$ cat src/rtl/i2c_sa_pkg.sv
package i2c_sa_pkg;

    localparam int BYTE_W  = 8;
    localparam int ACK_CLK = BYTE_W + 1;
    localparam int CNT_W   = $clog2(ACK_CLK + 1);

    localparam logic [CNT_W-1:0] CNT_BYTE_DONE = CNT_W'(BYTE_W);
    localparam logic [CNT_W-1:0] CNT_ACK_DONE  = CNT_W'(ACK_CLK);

    typedef struct packed {
        logic level;
        logic rise;
        logic fall;
    } line_ev_t;

    typedef struct packed {
        logic start;
        logic stop;
    } bus_cond_t;

    typedef enum logic [1:0] {
        RX_IDLE,
        RX_SHIFT,
        RX_ACK
    } rx_state_e;

    function automatic logic addr_equal(input logic [BYTE_W-1:0] rx,
                                        input logic [BYTE_W-1:0] own);
        return rx[BYTE_W-1:1] == own[BYTE_W-1:1];
    endfunction

    function automatic logic is_ext_code(input logic [BYTE_W-1:0] rx);
        return (rx[BYTE_W-1 -: 4] == 4'h0) || (rx[BYTE_W-1 -: 4] == 4'hF);
    endfunction

endpackage

$ cat src/rtl/i2c_sa_sync.sv
module i2c_sa_sync
    import i2c_sa_pkg::*;
#(
    parameter int STAGES = 2
) (
    input  logic     clk,
    input  logic     rst,
    input  logic     din,
    output line_ev_t ev
);
    logic [STAGES:0] chain;

    always_ff @(posedge clk) begin
        if (rst) begin
            chain <= '1;
        end else begin
            chain <= {chain[STAGES-1:0], din};
        end
    end

    always_comb begin
        ev.level = chain[STAGES-1];
        ev.rise  = chain[STAGES-1] & ~chain[STAGES];
        ev.fall  = ~chain[STAGES-1] & chain[STAGES];
    end

endmodule

$ cat src/rtl/i2c_sa_cond.sv
module i2c_sa_cond
    import i2c_sa_pkg::*;
(
    input  line_ev_t  scl,
    input  line_ev_t  sda,
    output bus_cond_t cond
);
    logic scl_steady_high;

    always_comb begin
        scl_steady_high = scl.level & ~scl.rise;
        cond.start      = sda.fall & scl_steady_high;
        cond.stop       = sda.rise & scl_steady_high;
    end

endmodule

$ cat src/rtl/i2c_sa_shift.sv
module i2c_sa_shift
    import i2c_sa_pkg::*;
(
    input  logic              clk,
    input  logic              rst,
    input  bus_cond_t         cond,
    input  line_ev_t          scl,
    input  logic              sda_bit,
    output logic [BYTE_W-1:0] data,
    output logic              eighth_fall,
    output logic              ninth_fall
);
    rx_state_e        state;
    logic [CNT_W-1:0] cnt;

    always_ff @(posedge clk) begin
        if (rst) begin
            state <= RX_IDLE;
            cnt   <= '0;
            data  <= '0;
        end else if (cond.start) begin
            state <= RX_SHIFT;
            cnt   <= '0;
            data  <= '0;
        end else if (cond.stop) begin
            state <= RX_IDLE;
            cnt   <= '0;
        end else begin
            unique case (state)
                RX_SHIFT: begin
                    if (scl.rise && cnt < CNT_BYTE_DONE) begin
                        data <= {data[BYTE_W-2:0], sda_bit};
                        cnt  <= cnt + CNT_W'(1);
                    end
                    if (scl.fall && cnt == CNT_BYTE_DONE) begin
                        state <= RX_ACK;
                    end
                end
                RX_ACK: begin
                    if (scl.rise && cnt < CNT_ACK_DONE) begin
                        cnt <= cnt + CNT_W'(1);
                    end
                    if (scl.fall && cnt == CNT_ACK_DONE) begin
                        state <= RX_IDLE;
                        cnt   <= '0;
                    end
                end
                default: begin
                    cnt <= '0;
                end
            endcase
        end
    end

    always_comb begin
        eighth_fall = (state == RX_SHIFT) && scl.fall && (cnt == CNT_BYTE_DONE);
        ninth_fall  = (state == RX_ACK) && scl.fall && (cnt == CNT_ACK_DONE);
    end

    AST_CNT_LIMIT: assert property (@(posedge clk) disable iff (rst)
        cnt <= CNT_ACK_DONE);

    AST_START_RESTARTS: assert property (@(posedge clk) disable iff (rst)
        cond.start |=> (cnt == '0 && state == RX_SHIFT && data == '0));

endmodule

$ cat src/rtl/i2c_addr_watch.sv
module i2c_addr_watch
    import i2c_sa_pkg::*;
#(
    parameter int SYNC_STAGES = 2
) (
    input  logic              clk,
    input  logic              rst,
    input  logic              scl_in,
    input  logic              sda_in,
    input  logic [BYTE_W-1:0] own_addr,
    input  logic              wait_ninth,
    input  logic              stop_irq_en,
    output logic              irq,
    output logic              addr_hit,
    output logic              ext_code,
    output logic [BYTE_W-1:0] rx_byte,
    output logic              sda_pull
);
    line_ev_t  scl_ev;
    line_ev_t  sda_ev;
    bus_cond_t cond;
    logic      eighth_fall;
    logic      ninth_fall;
    logic      match_now;
    logic      ext_now;

    i2c_sa_sync #(.STAGES(SYNC_STAGES)) u_scl_sync (
        .clk (clk),
        .rst (rst),
        .din (scl_in),
        .ev  (scl_ev)
    );

    i2c_sa_sync #(.STAGES(SYNC_STAGES)) u_sda_sync (
        .clk (clk),
        .rst (rst),
        .din (sda_in),
        .ev  (sda_ev)
    );

    i2c_sa_cond u_cond (
        .scl  (scl_ev),
        .sda  (sda_ev),
        .cond (cond)
    );

    i2c_sa_shift u_shift (
        .clk         (clk),
        .rst         (rst),
        .cond        (cond),
        .scl         (scl_ev),
        .sda_bit     (sda_ev.level),
        .data        (rx_byte),
        .eighth_fall (eighth_fall),
        .ninth_fall  (ninth_fall)
    );

    always_comb begin
        match_now = addr_equal(rx_byte, own_addr);
        ext_now   = is_ext_code(rx_byte);
    end

    always_ff @(posedge clk) begin
        if (rst) begin
            irq      <= 1'b0;
            addr_hit <= 1'b0;
            ext_code <= 1'b0;
            sda_pull <= 1'b0;
        end else begin
            irq <= 1'b0;
            if (cond.start || cond.stop) begin
                addr_hit <= 1'b0;
                ext_code <= 1'b0;
                sda_pull <= 1'b0;
                if (cond.stop && stop_irq_en) begin
                    irq <= 1'b1;
                end
            end else if (eighth_fall) begin
                addr_hit <= match_now;
                ext_code <= ext_now;
                sda_pull <= match_now;
                if (!wait_ninth && (match_now || ext_now)) begin
                    irq <= 1'b1;
                end
            end else if (ninth_fall) begin
                sda_pull <= 1'b0;
                if (wait_ninth && (addr_hit || ext_code)) begin
                    irq <= 1'b1;
                end
            end
        end
    end

    AST_IRQ_ONE_CYCLE: assert property (@(posedge clk) disable iff (rst)
        irq |=> !irq);

    AST_PULL_ONLY_ON_HIT: assert property (@(posedge clk) disable iff (rst)
        sda_pull |-> addr_hit);

    AST_PULL_STARTS_AT_EIGHTH: assert property (@(posedge clk) disable iff (rst)
        $rose(sda_pull) |-> $past(eighth_fall));

    AST_STOP_CLEARS_FLAGS: assert property (@(posedge clk) disable iff (rst)
        cond.stop |=> (!addr_hit && !ext_code && !sda_pull));

    AST_STOP_IRQ_GATED: assert property (@(posedge clk) disable iff (rst)
        (cond.stop && !stop_irq_en) |=> !irq);

endmodule

$ cat config.mk
export PLATFORM = sky130hd
export DESIGN_NAME = i2c_addr_watch
export DESIGN_NICKNAME = d
export VERILOG_FILES = /design/src/rtl/i2c_sa_pkg.sv /design/src/rtl/i2c_sa_sync.sv /design/src/rtl/i2c_sa_cond.sv /design/src/rtl/i2c_sa_shift.sv /design/src/rtl/i2c_addr_watch.sv
export SDC_FILE = /design/constraint.sdc
export NUM_CORES = 1
export LEC_CHECK = 0
export ABC_AREA = 1
export CAP_MARGIN = 40
export CELL_PAD_IN_SITES_DETAIL_PLACEMENT = 0
export CELL_PAD_IN_SITES_GLOBAL_PLACEMENT = 1
export CORE_ASPECT_RATIO = 1.75
export CORE_MARGIN = 2
export CORE_UTILIZATION = 32
export CTS_CLUSTER_SIZE = 28
export DETAILED_ROUTE_END_ITERATION = 7
export PLACE_DENSITY = 0.73
export SLEW_MARGIN = 25
export SYNTH_ARGS = -nofsm -noshare
export SYNTH_HDL_FRONTEND = slang
export SYNTH_SLANG_ARGS = --single-unit
$ cat constraint.sdc
create_clock -name clk -period 1.23 [get_ports clk]
set_input_delay 0.1845 -clock clk [delete_from_list [all_inputs] [get_ports clk]]
set_output_delay 0.1845 -clock clk [all_outputs]
set_load 0.02 [all_outputs]
==> results.cfg <==
[floorplan]
dieArea_um2 = 4337
die_h_um = 85.64
die_x_um = 50.65
core_um2 = 3628
placementRows = 29
io_pins = 26
start_util_pct = 33.59

[drt]
routedWlPerCell_um = 11.10
via_per_inst = 4.541
drt_iter0_drc = 12
wirelength_mm = 2.998
first_pass_iters = 4
vias = 1226
ant_nets = 0
drc_errors = 0

[job]
maxCapViolations = 0

[grt]
antenna_found_initial = 0
grt_pass1_wl_mm = 5.092
grt.total_usage_pct = 15.10
grt_pass1_vias = 1225
grt_max_degree = 14
overflow = 0

[setup_path]
path_cells = inv_4 > ha_4 > nand3_4 > nor2_4 > nor2_4 > nand2_2 > nand2_4 > clkinv_4 > nand2_2 > nand2_2 > nand2_2 > nor2_1
cpMostUsedCell = nand2_2
crit_type = reg -> reg
crit_family = simple AND/OR/NAND/NOR gates
crit_fanout = 6
startpoint_type = flip-flop
slowest_stage = dfxtp_2
cp.required_ns = 1.40
slowest_delay_ns = 0.36
crit_path_end_kind = flip-flop
crit_arrival_ns = 1.51
critPathBufInv = 2

[sta]
setup_viol = 8
max_freq_mhz = 747.6
worst_slack_ns = -0.1077
fin_worst_skew_ns = 0.006107
tightest_slew_ns = 0.2170
finalHoldViolCount = 0
fin_crit_sh_pct = 108.8
maxSlewHeadroom_pct = 85.59
final_max_slew_viol_count = 0
rsz0062_at_grt = yes
fin_crit_ns = 1.338

[yosys]
async_flop_share_pct = 0
synth_edf_count = 0
synthFlopType = dfxtp_1
synthCells = 170
ys_warn_count = 0
syn-num-nets = 189
yosysSeqAreaShare_pct = 39.43
syn_area_per_cell_um2 = 7.169
synth_cell_types = 22
ys_seq_elements = 24
syn-cell-area_um2 = 1219

[power]
max-vdd-ir-drop_v = 0.0006990
p_leak_nw = 0.8696
fin_total_pwr_w = 0.001664
power_density_nw_per_um2 = 850.5

[worst_hold_path]
hold_path_class = reg -> reg

[clocking]
clk_latency_ns = 0.27
holdBufCountCts = 0
clk_path_buf_depth = 2
numCtsBuffers = 3
clock-sinks = 24
cts_tree = built
htreeDepth = 1
root_buffer = clkbuf_8
clk_pin_slew_ns = 0.09

[cells_and_area]
layout.cells.non_filler = 270
n_antenna_cell = 0
drive_above_1_share_pct = 39.73
syn_to_final_growth_pct = 60.58
fill_cells = 352
final_nets = 244

[placement]
place_congestion = 0.7576
io_buffers = 24
hpwl_mm = 2.274
dpl.cell_count = 259

[outcome]
run_status = complete, but fails checks
violations = negative setup slack
timing repair:
action / 4_1_cts / 5_1_grt
pin swaps: 9 / 14
hold endpoints to repair: 0 / 0
setup endpoints to repair: 27 / 20
buffers inserted: 4 / 3
gates resized for setup: 38 / 29
state kept, by name (all words and copies together), names as in the netlist:
register / flops
ext_code: 1
u_sda_sync.chain: 3
u_shift.cnt: 4
sda_pull: 1
addr_hit: 1
irq: 1
u_shift.data: 8
u_scl_sync.chain: 3
u_shift.state: 2
layout by cell type, fill, tap and decap left out, types with 4 or more instances in the layout:
cell type / instances
a21oi_1: 11
dfxtp_2: 6
a211oi_2: 4
inv_4: 5
buf_4: 24
nor2_1: 14
nand2_2: 6
or2_2: 5
dlygate4sd2_1: 9
nand2_1: 35
nor2_2: 6
dfxtp_1: 17
inv_2: 4
clkdlybuf4s50_1: 12
clkbuf_8: 4
inv_1: 17
nor2_4: 5
nand3_1: 4
path summary, 6_finish.rpt:
| check | start | endpoint | slack, ns | depth (start not counted) |
|---|---|---|---|---|
| worst max-delay path | u_shift.cnt[1]$_SDFFE_PP0P_ | u_shift.cnt[2]$_SDFFE_PP0P_ | -0.11 | 12 |
| worst min-delay path | u_scl_sync.chain[0]$_SDFF_PP1_ | u_scl_sync.chain[1]$_SDFF_PP1_ | 0.41 | 1 |
| worst max register to register | u_shift.cnt[1]$_SDFFE_PP0P_ | u_shift.cnt[2]$_SDFFE_PP0P_ | -0.11 | 12 |
| worst min register to register | u_scl_sync.chain[0]$_SDFF_PP1_ | u_scl_sync.chain[1]$_SDFF_PP1_ | 0.41 | 1 |
metrics by stage:
| step | setup TNS [ns] | setup WS (ns) | area, um^2 | utilization [%] | hold WS [ns] |
|---|---|---|---|---|---|
| 5_1_grt | -1.350 | -0.2105 | 1957 | 53.93 | 0.4369 |
| 3_3_place_gp | -0.9455 | -0.1385 | 1683 | 46.38 | 0.3910 |
| 3_5_place_dp | -1.370 | -0.1517 | 1683 | 46.38 | 0.3965 |
| 6_report | -0.5184 | -0.1077 | 1957 | 53.93 | 0.4140 |
| 4_1_cts | -0.5208 | -0.09256 | 1846 | 50.86 | 0.4180 |
| 2_1_floorplan | -0.01922 | -0.006861 | 1242 | - | 0.2536 |
report_power, final:
| group | switching (W) | total, W | internal [W] |
|---|---|---|---|
| logic | 0.000162 | 0.000312 | 0.000150 |
| registers | 0.0000171 | 0.000814 | 0.000797 |
| clock network | 0.000252 | 0.000538 | 0.000286 |
synth_stat cells, types with 3 or more instances:
cell      number  area [um^2]
inv_2          3        11.26
nand2_1       38        142.6
a211oi_1       7        52.55
nand2_2        4        25.02
a21oi_1       13        65.06
o21ai_0        4        20.02
nor2_2         4        25.02
nor2_1        21        78.83
nand3_1        8        40.04
ha_1           5        62.56
or2_2          5        31.28
dfxtp_1       24        480.5
xnor2_1        3        26.28
inv_1         23        86.33
worst reg2reg max path, cell delays in order, from the launching register on:
cell	delay [ns]
dfxtp_2	0.36
inv_4	0.05
ha_4	0.16
nand3_4	0.08
nor2_4	0.05
nor2_4	0.10
nand2_2	0.07
nand2_4	0.11
clkinv_4	0.06
nand2_2	0.05
nand2_2	0.05
nand2_2	0.06
nor2_1	0.04
layer usage:
| layer | vias to the layer above | track usage, % | wire, um |
|---|---|---|---|
| met3 | 5 | 2.613 | 102 |
| li1 | 646 | - | - |
| met5 | - | 0 | 0 |
| met4 | 0 | 4.668 | 44 |
| met2 | 20 | 29.55 | 1665 |
| met1 | 555 | 15.67 | 1185 |
logic make-up after synthesis:
family | count (synthesis) | share of synthesized area [%]
AND/OR/NAND/NOR | 85 | 32.44
buffers and inverters | 27 | 8.418
XOR/XNOR | 4 | 2.875
adder cells (fa/ha/maj) | 5 | 5.133
flip-flops | 24 | 39.42
AO/OA/AOI/OAI | 25 | 11.70
final cells by class:
class / instances / area [um^2] / area share (%)
multi-input combinational: 119 / 798.3 / 40.79
inverter: 27 / 118.9 / 6.074
sequential: 24 / 491.7 / 25.13
clock buffer: 4 / 55.05 / 2.813
timing repair buffer: 50 / 435.4 / 22.25
tap: 46 / 57.56 / 2.941
No activity file was read; power rests on OpenSTA's default activity.
